--- src/rtl/mash_pkg.sv ---
package mash_pkg;
  // Default fraction width and cascade order.
  localparam int FRAC_W_DEF = 4;
  localparam int ORDER_DEF  = 4;

  // An order-L cancellation network spans -(2^(L-1)-1) .. +2^(L-1),
  // which needs L+1 bits in two's complement.
  function automatic int offset_width(input int order);
    return order + 1;
  endfunction
endpackage

--- src/rtl/mash_acc_stage.sv ---
module mash_acc_stage #(
  parameter int W = 4
) (
  input  logic         clk,
  input  logic         rst_n,
  input  logic         step,
  input  logic [W-1:0] din,
  output logic [W-1:0] residue,
  output logic         carry
);
  logic [W-1:0] acc_q;
  logic [W:0]   sum;

  always_comb begin
    sum = {1'b0, acc_q} + {1'b0, din};
  end

  // The residue is the post-step accumulator value; the next stage integrates it.
  assign residue = sum[W-1:0];
  assign carry   = sum[W];

  always_ff @(posedge clk or negedge rst_n) begin
    if (!rst_n)    acc_q <= '0;
    else if (step) acc_q <= sum[W-1:0];
  end
endmodule

--- src/rtl/mash_noise_cancel.sv ---
module mash_noise_cancel #(
  parameter int ORDER = 4,
  parameter int OUT_W = 5
) (
  input  logic                    clk,
  input  logic                    rst_n,
  input  logic                    step,
  input  logic [ORDER-1:0]        carry,
  output logic signed [OUT_W-1:0] y_next
);
  // Nested form: term(k) = carry(k) + term(k+1) - previous term(k+1).
  // This needs one register per stage above the first.
  logic signed [OUT_W-1:0] term   [1:ORDER];
  logic signed [OUT_W-1:0] term_q [1:ORDER];

  function automatic logic signed [OUT_W-1:0] widen(input logic b);
    return {{(OUT_W-1){1'b0}}, b};
  endfunction

  always_comb begin
    term[ORDER] = widen(carry[ORDER-1]);
    for (int k = ORDER-1; k >= 1; k--) begin
      term[k] = widen(carry[k-1]) + term[k+1] - term_q[k+1];
    end
  end

  always_ff @(posedge clk or negedge rst_n) begin
    if (!rst_n) begin
      for (int k = 1; k <= ORDER; k++) term_q[k] <= '0;
    end else if (step) begin
      for (int k = 1; k <= ORDER; k++) term_q[k] <= term[k];
    end
  end

  assign y_next = term[1];
endmodule

--- src/rtl/mash4_frac_mod.sv ---
module mash4_frac_mod
  import mash_pkg::*;
#(
  parameter int FRAC_W = FRAC_W_DEF,
  parameter int ORDER  = ORDER_DEF,
  localparam int OUT_W = offset_width(ORDER)
) (
  input  logic                    clk,
  input  logic                    rst_n,
  input  logic                    enable,
  input  logic [FRAC_W-1:0]       frac,
  output logic signed [OUT_W-1:0] offset
);
  logic [FRAC_W-1:0]       chain [0:ORDER];
  logic [ORDER-1:0]        carries;
  logic signed [OUT_W-1:0] y_next;

  assign chain[0] = frac;

  generate
    for (genvar g = 0; g < ORDER; g++) begin : g_stage
      mash_acc_stage #(.W(FRAC_W)) u_stage (
        .clk     (clk),
        .rst_n   (rst_n),
        .step    (enable),
        .din     (chain[g]),
        .residue (chain[g+1]),
        .carry   (carries[g])
      );
    end
  endgenerate

  mash_noise_cancel #(.ORDER(ORDER), .OUT_W(OUT_W)) u_cancel (
    .clk    (clk),
    .rst_n  (rst_n),
    .step   (enable),
    .carry  (carries),
    .y_next (y_next)
  );

  always_ff @(posedge clk or negedge rst_n) begin
    if (!rst_n)      offset <= '0;
    else if (enable) offset <= y_next;
  end
endmodule

--- config.mk ---
export PLATFORM = sky130hd
export DESIGN_NAME = mash4_frac_mod
export DESIGN_NICKNAME = d
export VERILOG_FILES = /design/src/rtl/mash_pkg.sv /design/src/rtl/mash_acc_stage.sv /design/src/rtl/mash_noise_cancel.sv /design/src/rtl/mash4_frac_mod.sv
export SDC_FILE = /design/constraint.sdc
export NUM_CORES = 1
export LEC_CHECK = 0
export BUFFER_PORTS_ARGS = -buffer_cell sky130_fd_sc_hd__clkbuf_2
export CAP_MARGIN = 40
export CORE_ASPECT_RATIO = 0.75
export CORE_MARGIN = 2
export CORE_UTILIZATION = 40
export DETAILED_ROUTE_END_ITERATION = 10
export GPL_TIMING_DRIVEN = 0
export HOLD_SLACK_MARGIN = 0.03
export SETUP_SLACK_MARGIN = 0.2
export SYNTH_ARGS = -nofsm -noshare
export SYNTH_HDL_FRONTEND = slang
export SYNTH_HIERARCHICAL = 1
export SYNTH_SLANG_ARGS = --single-unit
--- constraint.sdc ---
create_clock -name clk -period 6.6 [get_ports clk]
set_input_delay 0.99 -clock clk [delete_from_list [all_inputs] [get_ports clk]]
set_output_delay 0.99 -clock clk [all_outputs]
set_load 0.1 [all_outputs]
==> impl_results.md, run 1 <==
* Cell mode on critical path: inv_2
* Vias in the first global route at between 1500 and 2000
* Drt pass-1 iters at 4
* Buf/Inv on CP at 15
* Most common cell after layout, fill and taps aside: inv_1
* Largest net degree at the start of global routing at 31
* # setup viols final at 2
* Max-cap viol count at 0
* Warnings from Yosys at 6
* Slowest cell on the critical path: fa_2
* DP HPWL at 2570 µm
* Die W at between 90 and 100 µm
* IO Port Bufs at 11
* Status: finished with violations
* Inserted Clock Buffers at 5
* WS Path Type: primary input to flop
* Nets@finish at 290
* M2 GR Usage at 25.0%
* Post-Place Cells at 300
* Root Buffer: clkbuf_8
* WP data required at 6.77 ns
* Initial antenna violation count at 0
* WL final at 3930 µm
* DRC errors left at 0
* Global route total overflow at 0
* GRT met1 Usage at 16.7%
* Synth Cell Area at 2220 µm²
* RSZ-0062 raised after global routing: yes
* Die area at about 6000 µm²
* Largest stage delay on the critical path at 0.57 ns
* Stages on worst setup path at 34
* Worst-skew pair later-pin latency at between 0.2 and 0.3 ns
* DR iter-0 viols at 24
* Grt met3 use at around 4.2%
* CTS tree: built
* Number of diodes at 0
* Num ports at 12
* Area grow syn2layout at 29.9%
* Slew HR at 48.4%
* GRT Overall Usage at 14.2%
* CTS Hold Bufs at 0
* CTS max path bufs at 2
* GRT busiest layer: met2
* Final period util at 102%
* WP data arrival at slightly below 7 ns
* Hold Slack at between 0.4 and 0.5 ns
* Failing checks: setup timing
* WHS Path Cells at 2
* Routed Antenna Nets at 0
* Hold Path Class: flop to flop
* Tmin final at between 6 and 7 ns
* First-pass GRT wire length at 6720 µm
* Ratio of routed vias to standard cells at 4.61
* CORE AREA at around 5400 µm²
* Worst Setup Start Kind: primary input
* Number of H-tree levels at 2
* Non-filler cells, final at approximately 320
* Fraction of layout cells with a size suffix above 1 at a little under half
* R2r worst-path depth at 33
* F_max at between 0.1 and 0.15 GHz
* DIE HEIGHT at between 60 and 70 µm
* Setup TNS at -0.182 ns
* Worst slack at placement at -0.629 ns
* CP top delay family: adder cells
* CP Max Fanout at 2
* Setup ws final at -0.148 ns
* Initial core utilization at 41.5%
* Worst slew pin tran at about 0.77 ns
* RD Place Congestion at 0.703
* Clock skew at 0.00736 ns
* Syn_nets at 261
* CP Capture Type: flop
* Number of fillers in the final layout at 494
* Most frequent cells in the layout: inv_1 (32), dfrtp_1 (30), ha_1 (18), mux2_2 (16), ha_4 (15)
* Mapped Cells at 214
* Max-slew violations at 0
* Final hold vios at 0
* FP Rows at 23
* Clock sinks at 30
* Clk pin slew, worst setup/hold paths at 0.07 ns
* Routed len/inst at 12.3 µm
* Syn Area/Cell at slightly above 10 µm²
* Via count at 1471
[final cells by class]
class,count,area [µm²],share of cell area (%)
clock buffers,7,86.3,2.99
clock inverters,1,5.00,0.174
well taps,75,93.8,3.25
flip-flops and latches,30,751,26.0
inverters,47,179,6.20
plain buffers,6,46.3,1.61
repair buffers,22,151,5.25
multi-input cells,131,1570,54.5
[metrics by stage]
stage          utilization [%]  cell area (µm²)
2_1_floorplan                -             2280
3_3_place_gp              45.4             2430
3_5_place_dp              45.4             2430
4_1_cts                   50.9             2720
5_1_grt                   53.9             2880
6_report                  53.9             2880
[final timing paths]
| path | start | end | slack [ns] |
|---|---|---|---|
| max in group asynchronous | rst_n | g_stage[1].u_stage/acc_q[0]$_DFFE_PN0P_ | 5.33 |
| min | g_stage[0].u_stage/acc_q[3]$_DFFE_PN0P_ | g_stage[0].u_stage/acc_q[3]$_DFFE_PN0P_ | 0.49 |
| min reg2reg | g_stage[0].u_stage/acc_q[3]$_DFFE_PN0P_ | g_stage[0].u_stage/acc_q[3]$_DFFE_PN0P_ | 0.49 |
| max reg2reg | g_stage[0].u_stage/acc_q[0]$_DFFE_PN0P_ | offset[4]$_DFFE_PN0P_ | 0.21 |
| min in group asynchronous | rst_n | u_cancel/term_q[12]$_DFFE_PN0P_ | 0.77 |
| max | frac[0] | offset[4]$_DFFE_PN0P_ | -0.15 |
[layer usage]
| layer | part of all wire (%) | wire length (µm) |
|---|---|---|
| met2 | 48 | 1870 |
| met5 | 0 | 0 |
| met3 | 2.8 | 108 |
| met4 | 1.2 | 48 |
| met1 | 48 | 1900 |
[state kept, by name (all words and copies together), names as in the netlist]
register               flops
g_stage.u_stage/acc_q     16
offset                     5
u_cancel/term_q            9
[worst min-delay path, stage by stage, from the launching register on]
cell	delay, ns
dfrtp_1	0.35
nand2_1	0.06
o31ai_2	0.05
[what timing repair did]
item | CTS | global route
setup buffers | 8 | 3
resized for setup | 28 | 25
pin swaps | 21 | 27
setup endpoints to repair | 4 | 4
hold endpoints to repair | 0 | 0
Power of run 1 is left out: the tool's default activity adds up to more than one toggle a clock period on the data nets, which glitch-free logic cannot reach.
==> run 2: changes to the inputs <==
- RECOVER_POWER: unset -> 50
==> run 2 against run 1 <==
Compared with the run above:
- global-route usage unchanged
- cell area about the same
- cell count unchanged
- sequential share of layout area about the same
- maximum frequency about the same
- the flow finishes with violations (capacitance limit, slew limit, setup timing)
- sequential cell count unchanged
- count of clock-buffer cells in the layout unchanged
- worst setup slack about the same
- critical path depth unchanged
- first-iteration DRC count unchanged
- hold slack about the same
- critical path type unchanged
==> impl_results.md, run 2 (synthesized netlist as in run 1, its figures left out) <==
* Inserted Clock Buffers at 5 (unchanged)
* DR iter-0 viols at 24 (unchanged)
* Die area at 6170 µm² (unchanged)
* Hold Path Class: flop to flop
* CTS tree: built
* Slew HR at -10.4% (-59 points)
* Fraction of layout cells with a size suffix above 1 at 47.1% (-0.41 points)
* Initial antenna violation count at 0 (unchanged)
* Via count at 1469 (-0.14%)
* Fin area at 2880 µm² (about the same)
* CP Capture Type: flop
* Ratio of routed vias to standard cells at 4.61 (-0.14%)
* RSZ-0062 raised after global routing: yes
* CP top delay family: adder cells
* Largest net degree at the start of global routing at 31 (unchanged)
* Num ports at 12 (unchanged)
* Largest register by flop count: g_stage.u_stage/acc_q
* Storage cell area at 751 µm² (unchanged)
* Cell mode on critical path: inv_2
* Area of the multi-input gates at 1570 µm² (unchanged)
* WP data required at 6.77 ns (about the same)
* Number of fillers in the final layout at 494 (unchanged)
* Root Buffer: clkbuf_8
* Routed Antenna Nets at 0 (unchanged)
* Clock sinks at 30 (unchanged)
* CP Max Fanout at 2 (unchanged)
* Nets@finish at 290 (unchanged)
* DIE HEIGHT at 68.5 µm (unchanged)
* Number of diodes at 0 (unchanged)
* Setup ws final at -0.148 ns (+0.000225 ns)
* # setup viols final at 2 (unchanged)
* Buf/Inv on CP at 15 (unchanged)
* CORE AREA at 5350 µm² (unchanged)
* WP data arrival at 6.92 ns (about the same)
* WS Path Type: primary input to flop
* Number of H-tree levels at 2 (unchanged)
* Max-cap viol count at 1 (+1)
* Area grow syn2layout at 29.8% (about the same)
* Routed len/inst at 12.3 µm (about the same)
* Vias in the first global route at 1521 (unchanged)
* Max-slew violations at 31 (+31)
* Initial core utilization at 41.5% (unchanged)
* CTS max path bufs at 2 (unchanged)
* Clk pin slew, worst setup/hold paths at 0.07 ns (about the same)
* DRC errors left at 0 (unchanged)
* Placed Instance Area at 2430 µm² (unchanged)
* Global route total overflow at 0 (unchanged)
* Failing checks: capacitance limit, slew limit, setup timing
* DP HPWL at 2570 µm (unchanged)
* Final core area utilization at 53.9% (about the same)
* RD Place Congestion at 0.703 (unchanged)
* Final period util at 102% (about the same)
* Slowest cell on the critical path: fa_2
* First-pass GRT wire length at 6720 µm (unchanged)
* Largest stage delay on the critical path at 0.57 ns (about the same)
* Die W at 90.0 µm (unchanged)
* IO Port Bufs at 11 (unchanged)
* Max reg flops at 16 (unchanged)
* Worst slew pin tran at 1.66 ns (+0.882 ns)
* Most common cell after layout, fill and taps aside: inv_1
* Worst-skew pair later-pin latency at 0.29 ns (about the same)
* Final hold vios at 0 (unchanged)
* Status: finished with violations
* Drt pass-1 iters at 4 (unchanged)
* WL final at 3920 µm (about the same)
* Worst Setup Start Kind: primary input
* GRT Overall Usage at 14.2% (unchanged)
* Clock skew at 0.00734 ns (-0.0000175 ns)
* Most frequent cells in the layout: inv_1 (32), dfrtp_1 (30), ha_1 (18), mux2_2 (16), ha_4 (15)
* Largest regs: g_stage.u_stage/acc_q (16), u_cancel/term_q (9), offset (5)
* Tmin final at 6.75 ns (-0.000225 ns)
* FP Rows at 23 (unchanged)
* F_max at 0.148 GHz (about the same)
[run 2: metrics by stage]
step	std cells	setup TNS (ns)	setup slack (ns)	hold slack (ns)
2_1_floorplan	214	-0.122	-0.122	0.465
3_3_place_gp	300	-1.23	-0.580	0.488
3_5_place_dp	300	-1.43	-0.629	0.482
4_1_cts	316	-0.379	-0.254	0.499
5_1_grt	319	-0.686	-0.386	0.521
6_report	319	-0.182	-0.148	0.494
[run 2: path summary, 6_finish.rpt]
kind | from | end | slack [ns] | cells past startpoint
max | frac[0] | offset[4]$_DFFE_PN0P_ | -0.15 | 34
min | g_stage[0].u_stage/acc_q[3]$_DFFE_PN0P_ | g_stage[0].u_stage/acc_q[3]$_DFFE_PN0P_ | 0.49 | 2
max reg2reg | g_stage[0].u_stage/acc_q[0]$_DFFE_PN0P_ | offset[4]$_DFFE_PN0P_ | 0.21 | 33
min reg2reg | g_stage[0].u_stage/acc_q[3]$_DFFE_PN0P_ | g_stage[0].u_stage/acc_q[3]$_DFFE_PN0P_ | 0.49 | 2
max in group asynchronous | rst_n | g_stage[1].u_stage/acc_q[0]$_DFFE_PN0P_ | 4.51 | 1
min in group asynchronous | rst_n | offset[3]$_DFFE_PN0P_ | 1.12 | 1
[run 2: metal layers]
metal | routed length, µm | GRT usage (%) | up-vias
met5 | 0 | 0 | -
met4 | 48 | 5.77 | 0
met3 | 108 | 4.24 | 5
met2 | 1870 | 25.0 | 15
met1 | 1900 | 16.7 | 689
li1 | - | - | 760
[run 2: what timing repair did]
action | CTS | global route
pin swaps | 21 | 27
setup endpoints to repair | 4 | 4
resized for setup | 28 | 25
hold buffers | 0 | 0
setup buffers | 8 | 3
[run 2: area by class of cell]
type                            instances  share of cell area [%]
Multi-Input combinational cell        131                    54.5
Sequential cell                        30                    26.0
Buffer                                  6                    1.61
Clock buffer                            7                    2.99
Timing Repair Buffer                   22                    5.21
Inverter                               47                    6.21
Tap cell                               75                    3.26
Clock inverter                          1                   0.174
[run 2: worst reg2reg max path: cells and delay by family, from the launching register on]
kind	cells	cell delay [ns]
buffers and inverters	14	0.82
and+or+nand+nor	1	0.16
adders and majority gates	12	4.05
muxes	1	0.24
AOI/OAI and AO/OA	3	0.41
xor gates and xnor gates	2	0.22
DFF	1	0.39
Power of run 2 is left out for the same reason.
